==> src/rtl/shift_fifo_pkg.sv <==
package shift_fifo_pkg;
  typedef enum logic [1:0] {
    OP_IDLE  = 2'b00,
    OP_PUSH  = 2'b01,
    OP_POP   = 2'b10,
    OP_SWAP  = 2'b11
  } fifo_op_e;
endpackage

==> src/rtl/shift_fifo_ctrl.sv <==
module shift_fifo_ctrl
  import shift_fifo_pkg::*;
#(
  parameter int DEPTH = 8,
  localparam int CW = $clog2(DEPTH + 1)
) (
  input  logic          clk_i,
  input  logic          rst_ni,
  input  logic          wr_i,
  input  logic          rd_i,
  output fifo_op_e      op_o,
  output logic [CW-1:0] level_o,
  output logic          full_o,
  output logic          empty_o
);
  logic [CW-1:0] level_q, level_d;
  logic          is_full, is_empty;

  assign is_full  = (level_q == CW'(DEPTH));
  assign is_empty = (level_q == '0);

  always_comb begin
    op_o = OP_IDLE;
    if (rd_i && !is_empty)      op_o = wr_i ? OP_SWAP : OP_POP;
    else if (wr_i && !is_full)  op_o = OP_PUSH; // covers rd+wr while empty
  end

  always_comb begin
    level_d = level_q;
    unique case (op_o)
      OP_PUSH: level_d = level_q + 1'b1;
      OP_POP:  level_d = level_q - 1'b1;
      default: level_d = level_q;
    endcase
  end

  always_ff @(posedge clk_i or negedge rst_ni) begin
    if (!rst_ni) level_q <= '0;
    else         level_q <= level_d;
  end

  assign level_o = level_q;
  assign full_o  = is_full;
  assign empty_o = is_empty;
endmodule

==> src/rtl/shift_fifo_slot.sv <==
module shift_fifo_slot
  import shift_fifo_pkg::*;
#(
  parameter int WIDTH = 8,
  parameter int IDX   = 0,
  parameter int CW    = 4
) (
  input  logic             clk_i,
  input  logic             rst_ni,
  input  fifo_op_e         op_i,
  input  logic [CW-1:0]    level_i,
  input  logic [WIDTH-1:0] wr_data_i,
  input  logic [WIDTH-1:0] upper_i,   // neighbour slot IDX+1
  output logic [WIDTH-1:0] q_o
);
  logic [WIDTH-1:0] q, d;

  always_comb begin
    d = q;
    unique case (op_i)
      OP_PUSH: if (level_i == CW'(IDX)) d = wr_data_i;
      OP_POP:  d = upper_i;
      OP_SWAP: d = (level_i == CW'(IDX + 1)) ? wr_data_i : upper_i;
      default: d = q;
    endcase
  end

  always_ff @(posedge clk_i or negedge rst_ni) begin
    if (!rst_ni) q <= '0;
    else         q <= d;
  end

  assign q_o = q;
endmodule

==> src/rtl/shift_fifo.sv <==
module shift_fifo
  import shift_fifo_pkg::*;
#(
  parameter int WIDTH = 8,
  parameter int DEPTH = 8,
  localparam int CW = $clog2(DEPTH + 1)
) (
  input  logic             clk_i,
  input  logic             rst_ni,
  input  logic             wr_i,
  input  logic             rd_i,
  input  logic [WIDTH-1:0] wr_data_i,
  output logic [WIDTH-1:0] rd_data_o,
  output logic             full_o,
  output logic             empty_o,
  output logic [CW-1:0]    level_o
);
  fifo_op_e         op;
  logic [CW-1:0]    level;
  logic [WIDTH-1:0] slot_q [DEPTH+1];

  shift_fifo_ctrl #(.DEPTH(DEPTH)) u_ctrl (
    .clk_i   (clk_i),
    .rst_ni  (rst_ni),
    .wr_i    (wr_i),
    .rd_i    (rd_i),
    .op_o    (op),
    .level_o (level),
    .full_o  (full_o),
    .empty_o (empty_o)
  );

  // Beyond the last slot the shift input reads zero.
  assign slot_q[DEPTH] = '0;

  for (genvar i = 0; i < DEPTH; i++) begin : g_slot
    shift_fifo_slot #(.WIDTH(WIDTH), .IDX(i), .CW(CW)) u_slot (
      .clk_i     (clk_i),
      .rst_ni    (rst_ni),
      .op_i      (op),
      .level_i   (level),
      .wr_data_i (wr_data_i),
      .upper_i   (slot_q[i+1]),
      .q_o       (slot_q[i])
    );
  end

  assign rd_data_o = slot_q[0];
  assign level_o   = level;
endmodule

==> config.mk <==
export PLATFORM = sky130hd
export DESIGN_NAME = shift_fifo
export DESIGN_NICKNAME = d
export VERILOG_FILES = /design/src/rtl/shift_fifo_pkg.sv /design/src/rtl/shift_fifo_ctrl.sv /design/src/rtl/shift_fifo_slot.sv /design/src/rtl/shift_fifo.sv
export SDC_FILE = /design/constraint.sdc
export NUM_CORES = 1
export LEC_CHECK = 0
export ABC_CLOCK_PERIOD_IN_PS = 2980
export BUFFER_PORTS_ARGS = -buffer_cell sky130_fd_sc_hd__buf_2
export CAP_MARGIN = 40
export CORE_UTILIZATION = 45
export CTS_BUF_LIST = sky130_fd_sc_hd__clkbuf_8
export CTS_CLUSTER_SIZE = 24
export DETAILED_ROUTE_END_ITERATION = 16
export GPL_TIMING_DRIVEN = 0
export HOLD_SLACK_MARGIN = 0.15
export SYNTH_ARGS = -nofsm -noshare
export SYNTH_HDL_FRONTEND = slang
export SYNTH_SLANG_ARGS = --single-unit
==> constraint.sdc <==
create_clock -name clk_i -period 2.98 [get_ports clk_i]
set_clock_uncertainty 0.1 [all_clocks]
set_input_delay 0.298 -clock clk_i [delete_from_list [all_inputs] [get_ports clk_i]]
set_output_delay 0.298 -clock clk_i [all_outputs]
set_load 0.01 [all_outputs]
==> qor.txt, run 1 <==
Mapped Area -> 3650 um2
Fin Hold WS -> 182 ps
CTS Buf Count -> 9
Port Buffers -> 22
Critical path type -> reg -> reg
Hold_sp -> wr_data_i[1]
Crit path launch type -> flop
Hold Violations, Final -> 0
Placer Congestion -> 0.875
Actual slew at the worst max-slew pin -> 789 ps
Pin count of the biggest net entering global routing -> 50
Ports -> 26
Routed vias -> 3118
Initial antenna violation count -> 0
Setup Buffers After CTS -> 0
Worst path arrival time -> 2610 ps
Iter 0 DRT Violations -> 230
Nets -> 417
Final wirelength -> 10.2 mm
PwrDens -> 1010 nW/um2
Levels on crit path -> 7
Unique masters post-synth -> 69
Status -> complete, no violations
Max-Cap Viols -> 0
Syn Nets -> 380
Final HPWL DP -> 7.24 mm
Sequential share of the synthesized area -> 46.6%
Ratio of cells with drive above 1 in the final layout -> 17.3%
Remaining DRCs -> 0
Post-placement cell count -> 489
Max stage delay on crit path -> 440 ps
Cell mode on critical path -> nand2_1
VDD IR max -> 0.000491 V
Vias in the first global route -> 3081
Reg2Reg Setup Slack -> 520 ps
R2R Path End -> g_slot[2].u_slot.q_o[5]
H-Tree Level Count -> 3
RSZ-0062 raised after global routing -> no
Synth-to-layout area growth -> 13.6%
Initial Utilization -> 46.8%
Synthesized instance count -> 363
Crit path cell chain -> inv_1 > ha_1 > or3b_1 > buf_2 > nand2_1 > nand2_1 > o22a_1
PnR worst setup slack -> 518 ps
Top cell type's share of synthesized area -> 46.6%
Die area -> 8480 um2
Clock slew seen by the registers of the worst setup and hold paths -> 80 ps
Data required time at the worst endpoint -> 3130 ps
Final ANT Viol Nets -> 0
Final setup vio count -> 0
Longest Clk Path Bufs -> 2
Row count -> 32
Pleak -> 1.80 nW
Clock Sinks -> 68
Largest area contributor in the netlist -> dfrtp_1
Min Tclk post-route -> 2460 ps
Final Max Slew Viols -> 0
Relative slew slack -> 47.1%
Commonest non-fill, non-tap cell in the layout -> dfrtp_1
Worst path top cell family by delay -> simple AND/OR/NAND/NOR gates
Most used DFF post-synth -> dfrtp_1
Root buffer cell -> clkbuf_8
Post-synth EDFFs -> 0
Sequential cell area -> 1700 um2
Most frequent cells in the layout -> dfrtp_1 (68), a21oi_1 (34), buf_2 (28), o22ai_1 (26), inv_1 (25)
First-pass DRT Iterations -> 5
CP max FO -> 10
DR vias/cell -> 6.15
Die Wd -> 92.1 um
Ys Warns -> 0
Flops & latches, synth -> 68
Pre-CTS setup slack -> 531 ps
Largest cells by area after synthesis -> dfrtp_1 (47%), a21oi_1 (4.7%), o22ai_1 (4.5%)
CTS tree -> yes
Grt ovf -> 0
DR WL/cell -> 20.2 um
Final period utilization -> 82.6%
Critical path's slowest cell -> dfrtp_1
Multi-input gate area -> 1730 um2
Worst Hold Endpoint -> g_slot[7].u_slot.q_o[1]
Reg2Reg Depth -> 7
Fill count -> 741
Core area -> 7810 um2
Mean Syn Cell Area -> 10.1 um2
Hold/Removal Path Class -> in -> reg
Crit path buffers/inverters -> 2
Max Freq -> 0.406 GHz
Final core utilization -> 53.1%
Critical R2R Launch -> u_ctrl.level_o[0]
Setup TNS -> 0 ps
Clock Latency Late Sink -> 350 ps
Hold Path Stages -> 2
Ant. Diodes -> 0
First-pass GRT wire length -> 17.1 mm
Non-filler cells, final -> 507
GRT Total Usage -> 26.7%
Crit. End Element -> flop
Ys async rst share -> 100%
Die Y -> 92.1 um
how the worst max path moves through the flow:
stage                         endpoint               from
3_3_place_gp   g_slot[3].u_slot.q_o[2]  u_ctrl.level_o[0]
6_report       g_slot[2].u_slot.q_o[5]  u_ctrl.level_o[0]
2_1_floorplan  g_slot[3].u_slot.q_o[2]  u_ctrl.level_o[0]
3_5_place_dp   g_slot[3].u_slot.q_o[2]  u_ctrl.level_o[0]
5_1_grt        g_slot[1].u_slot.q_o[5]  u_ctrl.level_o[0]
4_1_cts        g_slot[1].u_slot.q_o[2]  u_ctrl.level_o[0]
cell type report:
| cell class | count | area share, % |
|---|---|---|
| Timing Repair Buffer | 26 | 3.98 |
| Tap cell | 102 | 3.08 |
| Multi-Input combinational cell | 247 | 41.7 |
| Buffer | 22 | 3.02 |
| Clock inverter | 5 | 1.24 |
| Inverter | 26 | 2.35 |
| Sequential cell | 68 | 41.0 |
| Clock buffer | 11 | 3.65 |
logic make-up (layout without fill, tap and decap cells):
kind of cell | Yosys count | in the layout | synth area share, %
XOR/XNOR | 3 | 3 | 0.719
AO/OA/AOI/OAI | 138 | 138 | 27.8
flip-flops | 68 | 68 | 46.6
buffers and inverters | 48 | 90 | 6.10
adder cells (fa/ha/maj) | 5 | 5 | 1.71
multiplexers | 6 | 6 | 1.99
AND/OR/NAND/NOR | 95 | 95 | 15.1
worst reg2reg max path, cell delays in order (launching register included):
cell,delay [ps]
dfrtp_1,440
inv_1,160
ha_1,210
or3b_1,380
buf_2,230
nand2_1,320
nand2_1,250
o22a_1,260
power by group:
group	switching (mW)	total [mW]	leakage, nW	internal [mW]
sequential	0.244	1.56	0.798	1.32
clock	0.369	0.796	0.107	0.426
combinational	1.05	1.84	0.896	0.796
total	1.66	4.20	1.80	2.54
registers in the layout, summed over array words and instances (netlist names):
| name | cells |
|---|---|
| u_ctrl.level_o | 4 |
| g_slot.u_slot.q_o | 64 |
metal layers:
layer  share of wire, %  wire length [um]  track usage [%]
met3                5.2               536             5.64
met4                1.8               188             9.24
met5                  0                 0                0
met1                 46              4750             37.7
met2                 46              4760             40.5
through the flow:
step           instance area [um2]  power, mW
2_1_floorplan                 3650       2.86
3_3_place_gp                  3890       3.36
3_5_place_dp                  3930       3.39
4_1_cts                       4150       4.20
5_1_grt                       4150       4.49
6_report                      4150       4.20
cells in the mapped netlist, drive strengths merged, types with 2 or more instances:
library cell / n
a211oi: 2
a21o: 2
a21oi: 35
a221o: 7
a221oi: 7
a22o: 8
a22oi: 5
a2bb2oi: 6
a31oi: 2
a32o: 2
and2: 3
and3: 11
buf: 12
clkbuf: 10
dfrtp: 68
ha: 5
inv: 26
mux2i: 6
nand2: 11
nand2b: 6
nand3: 14
nand4b: 2
nand4bb: 2
nor2: 23
nor2b: 4
nor3: 5
nor3b: 2
o211ai: 4
o21a: 3
o21ai: 7
o221ai: 3
o22a: 5
o22ai: 26
o2bb2ai: 6
o32a: 3
o32ai: 2
or2: 2
or4b: 2
xnor2: 2
what timing repair did:
action,in CTS,in global routing
hold buffers,2,0
gates resized for setup,0,0
hold endpoints to repair,69,0
(Power assumes the default switching activity.)
==> run 2, diff against run 1 <==
--- a/config.mk
+++ b/config.mk
@@ -5,7 +5,7 @@
 export SDC_FILE = /design/constraint.sdc
 export NUM_CORES = 1
 export LEC_CHECK = 0
-export ABC_CLOCK_PERIOD_IN_PS = 2980
+export ABC_CLOCK_PERIOD_IN_PS = 2370
 export BUFFER_PORTS_ARGS = -buffer_cell sky130_fd_sc_hd__buf_2
 export CAP_MARGIN = 40
 export CORE_UTILIZATION = 45
==> constraint.sdc (replaced) <==
create_clock -name clk_i -period 2.37 [get_ports clk_i]
set_clock_uncertainty 0.1 [all_clocks]
set_input_delay 0.237 -clock clk_i [delete_from_list [all_inputs] [get_ports clk_i]]
set_output_delay 0.237 -clock clk_i [all_outputs]
set_load 0.01 [all_outputs]
==> run 2 against run 1 <==
  * Routed wire length up 0.42%
  * Worst hold slack got worse by 15 ps
  * Sequential cell count unchanged
  * Clock-buffer cell count is the same
  * Total power grew 27%
  * Die area unchanged
  * Combinational power grew 30%
  * Final area increased by 1.9%
  * Fmax up 7.4%
  * Via count up 0.19%
  * Sequential share of layout area is 0.71 points lower
  * Critical path depth grew 1
  * Critical endpoint is now g_slot[3].u_slot.q_o[2]
  * Highest routed layer unchanged
==> qor.txt, run 2 (synthesized netlist as in run 1, its figures left out) <==
Critical path type -> reg -> reg (unchanged)
Final wirelength -> 10.3 mm (was 10.2 mm)
Clock Sinks -> 68 (unchanged)
PwrDens -> 1260 nW/um2 (was 1010 nW/um2)
Data required time at the worst endpoint -> 2510 ps (was 3130 ps)
Port Buffers -> 22 (unchanged)
Nets -> 420 (was 417)
Hold/Removal Path Class -> in -> reg (unchanged)
Relative slew slack -> 45.8% (was 47.1%)
Fin Hold WS -> 168 ps (was 182 ps)
Grt ovf -> 0 (unchanged)
VDD IR max -> 0.000619 V (was 0.000491 V)
Final Cell Area -> 4230 um2 (was 4150 um2)
Crit path buffers/inverters -> 3 (was 2)
DR WL/cell -> 20.2 um (about the same)
Final Max Slew Viols -> 0 (unchanged)
Crit. End Element -> flop (unchanged)
Pleak -> 1.82 nW (was 1.80 nW)
Die area -> 8480 um2 (unchanged)
Core area -> 7810 um2 (unchanged)
CP max FO -> 10 (unchanged)
Most frequent cells in the layout -> dfrtp_1 (66), a21oi_1 (34), buf_2 (27), o22ai_1 (26), inv_1 (24) (was dfrtp_1 (68), a21oi_1 (34), buf_2 (28), o22ai_1 (26), inv_1 (25))
Crit path launch type -> flop (unchanged)
Die Wd -> 92.1 um (unchanged)
Routed vias -> 3124 (was 3118)
Pre-CTS setup slack -> -79.1 ps (was 531 ps)
Ratio of cells with drive above 1 in the final layout -> 19.6% (was 17.3%)
Die Y -> 92.1 um (unchanged)
Hold Violations, Final -> 0 (unchanged)
Final setup vio count -> 0 (unchanged)
Iter 0 DRT Violations -> 236 (was 230)
PnR worst setup slack -> 78.9 ps (was 518 ps)
Max stage delay on crit path -> 490 ps (was 440 ps)
CTS Buf Count -> 9 (unchanged)
Clock Latency Late Sink -> 350 ps (about the same)
Remaining DRCs -> 0 (unchanged)
Placed inst area -> 3930 um2 (unchanged)
Placer Congestion -> 0.875 (unchanged)
Non-filler cells, final -> 510 (was 507)
Row count -> 32 (unchanged)
Initial Utilization -> 46.8% (unchanged)
Max Freq -> 0.436 GHz (was 0.406 GHz)
Worst path top cell family by delay -> simple AND/OR/NAND/NOR gates (unchanged)
Pwr Total -> 5.35 mW (was 4.20 mW)
Final HPWL DP -> 7.24 mm (unchanged)
Largest register FFs -> 64 (unchanged)
Post-placement cell count -> 489 (unchanged)
CTS tree -> yes (unchanged)
Longest Clk Path Bufs -> 2 (unchanged)
GRT Total Usage -> 26.7% (about the same)
Min Tclk post-route -> 2290 ps (was 2460 ps)
Root buffer cell -> clkbuf_8 (unchanged)
Pin count of the biggest net entering global routing -> 50 (unchanged)
First-pass GRT wire length -> 17.1 mm (about the same)
Vias in the first global route -> 3079 (was 3081)
Clock slew seen by the registers of the worst setup and hold paths -> 70 ps (was 80 ps)
Final ANT Viol Nets -> 0 (unchanged)
Actual slew at the worst max-slew pin -> 811 ps (was 789 ps)
DR vias/cell -> 6.13 (was 6.15)
Fill count -> 731 (was 741)
Worst path arrival time -> 2430 ps (was 2610 ps)
Ant. Diodes -> 0 (unchanged)
Synth-to-layout area growth -> 15.7% (was 13.6%)
Final period utilization -> 96.7% (was 82.6%)
H-Tree Level Count -> 3 (unchanged)
Initial antenna violation count -> 0 (unchanged)
First-pass DRT Iterations -> 5 (unchanged)
Critical path's slowest cell -> or4b_4 (was dfrtp_1)
Max-Cap Viols -> 0 (unchanged)
Commonest non-fill, non-tap cell in the layout -> dfrtp_1 (unchanged)
Ports -> 26 (unchanged)
Crit path cell chain -> inv_1 > ha_2 > buf_4 > or4b_4 > and3_4 > buf_6 > o21a_4 > o32a_1 (was inv_1 > ha_1 > or3b_1 > buf_2 > nand2_1 > nand2_1 > o22a_1)
Status -> complete, no violations (unchanged)
-- run 2: cell types whose count changed in the layout (fill, tap and decap cells not counted), moves of 2 or more --
| cell | before | now |
|---|---|---|
| buf_4 | 4 | 7 |
| clkbuf_1 | 9 | 6 |
| dlygate4sd3_1 | 2 | 5 |
| dfrtp_1 | 68 | 66 |
| dfrtp_2 | 0 | 2 |
-- run 2: final timing paths --
kind	startpoint	endpoint	slack, ps	cells past startpoint
worst min register to register	g_slot[6].u_slot.q_o[6]	g_slot[6].u_slot.q_o[6]	400	1
worst min-delay path	wr_data_i[2]	g_slot[7].u_slot.q_o[2]	170	2
max in group asynchronous	rst_ni	g_slot[4].u_slot.q_o[4]	1410	3
min in group asynchronous	rst_ni	g_slot[3].u_slot.q_o[5]	220	2
worst max-delay path	u_ctrl.level_o[1]	g_slot[3].u_slot.q_o[2]	80	8
worst max register to register	u_ctrl.level_o[1]	g_slot[3].u_slot.q_o[2]	80	8
-- run 2: repair_timing --
action	CTS	global route
endpoints found under the hold margin	79	0
resized for setup	5	8
endpoints found under the setup margin	20	59
setup buffers	0	2
hold buffers	5	0
-- run 2: final cells by class --
| cell class | instances | area, um2 | share of cell area, % |
|---|---|---|---|
| inverter | 26 | 97.6 | 2.31 |
| clock inverter | 5 | 51.3 | 1.21 |
| buffer | 20 | 121 | 2.87 |
| tap | 102 | 128 | 3.02 |
| sequential | 68 | 1700 | 40.3 |
| multi-input combinational | 247 | 1760 | 41.7 |
| timing repair buffer | 31 | 210 | 4.97 |
| clock buffer | 11 | 151 | 3.58 |
-- run 2: metrics by stage --
stage               setup TNS, ps  util (%)
floorplan                       0         -
global placement             -298      49.8
detailed placement           -737      50.3
CTS                             0      53.8
global route                -4.59      54.2
finish                          0      54.2
-- run 2: worst reg2reg max path: stages, from the launching register on --
cell and delay [ps]:
dfrtp_2 440, inv_1 110, ha_2 190, buf_4 170, or4b_4 500, and3_4 220
buf_6 150, o21a_4 130, o32a_1 170
-- run 2: where the power goes --
part / leakage (nW) / switching [mW] / internal (mW) / total (mW)
clock network: 0.107 / 0.463 / 0.536 / 0.999
registers: 0.796 / 0.302 / 1.66 / 1.96
logic: 0.923 / 1.34 / 1.05 / 2.39
-- run 2: per-layer routing --
metal	wire length (um)	global-route usage [%]	vias up
li1	-	-	1461
met1	4770	37.7	1566
met2	4820	40.8	82
met3	517	5.56	15
met4	169	8.98	0
met5	0	0	-
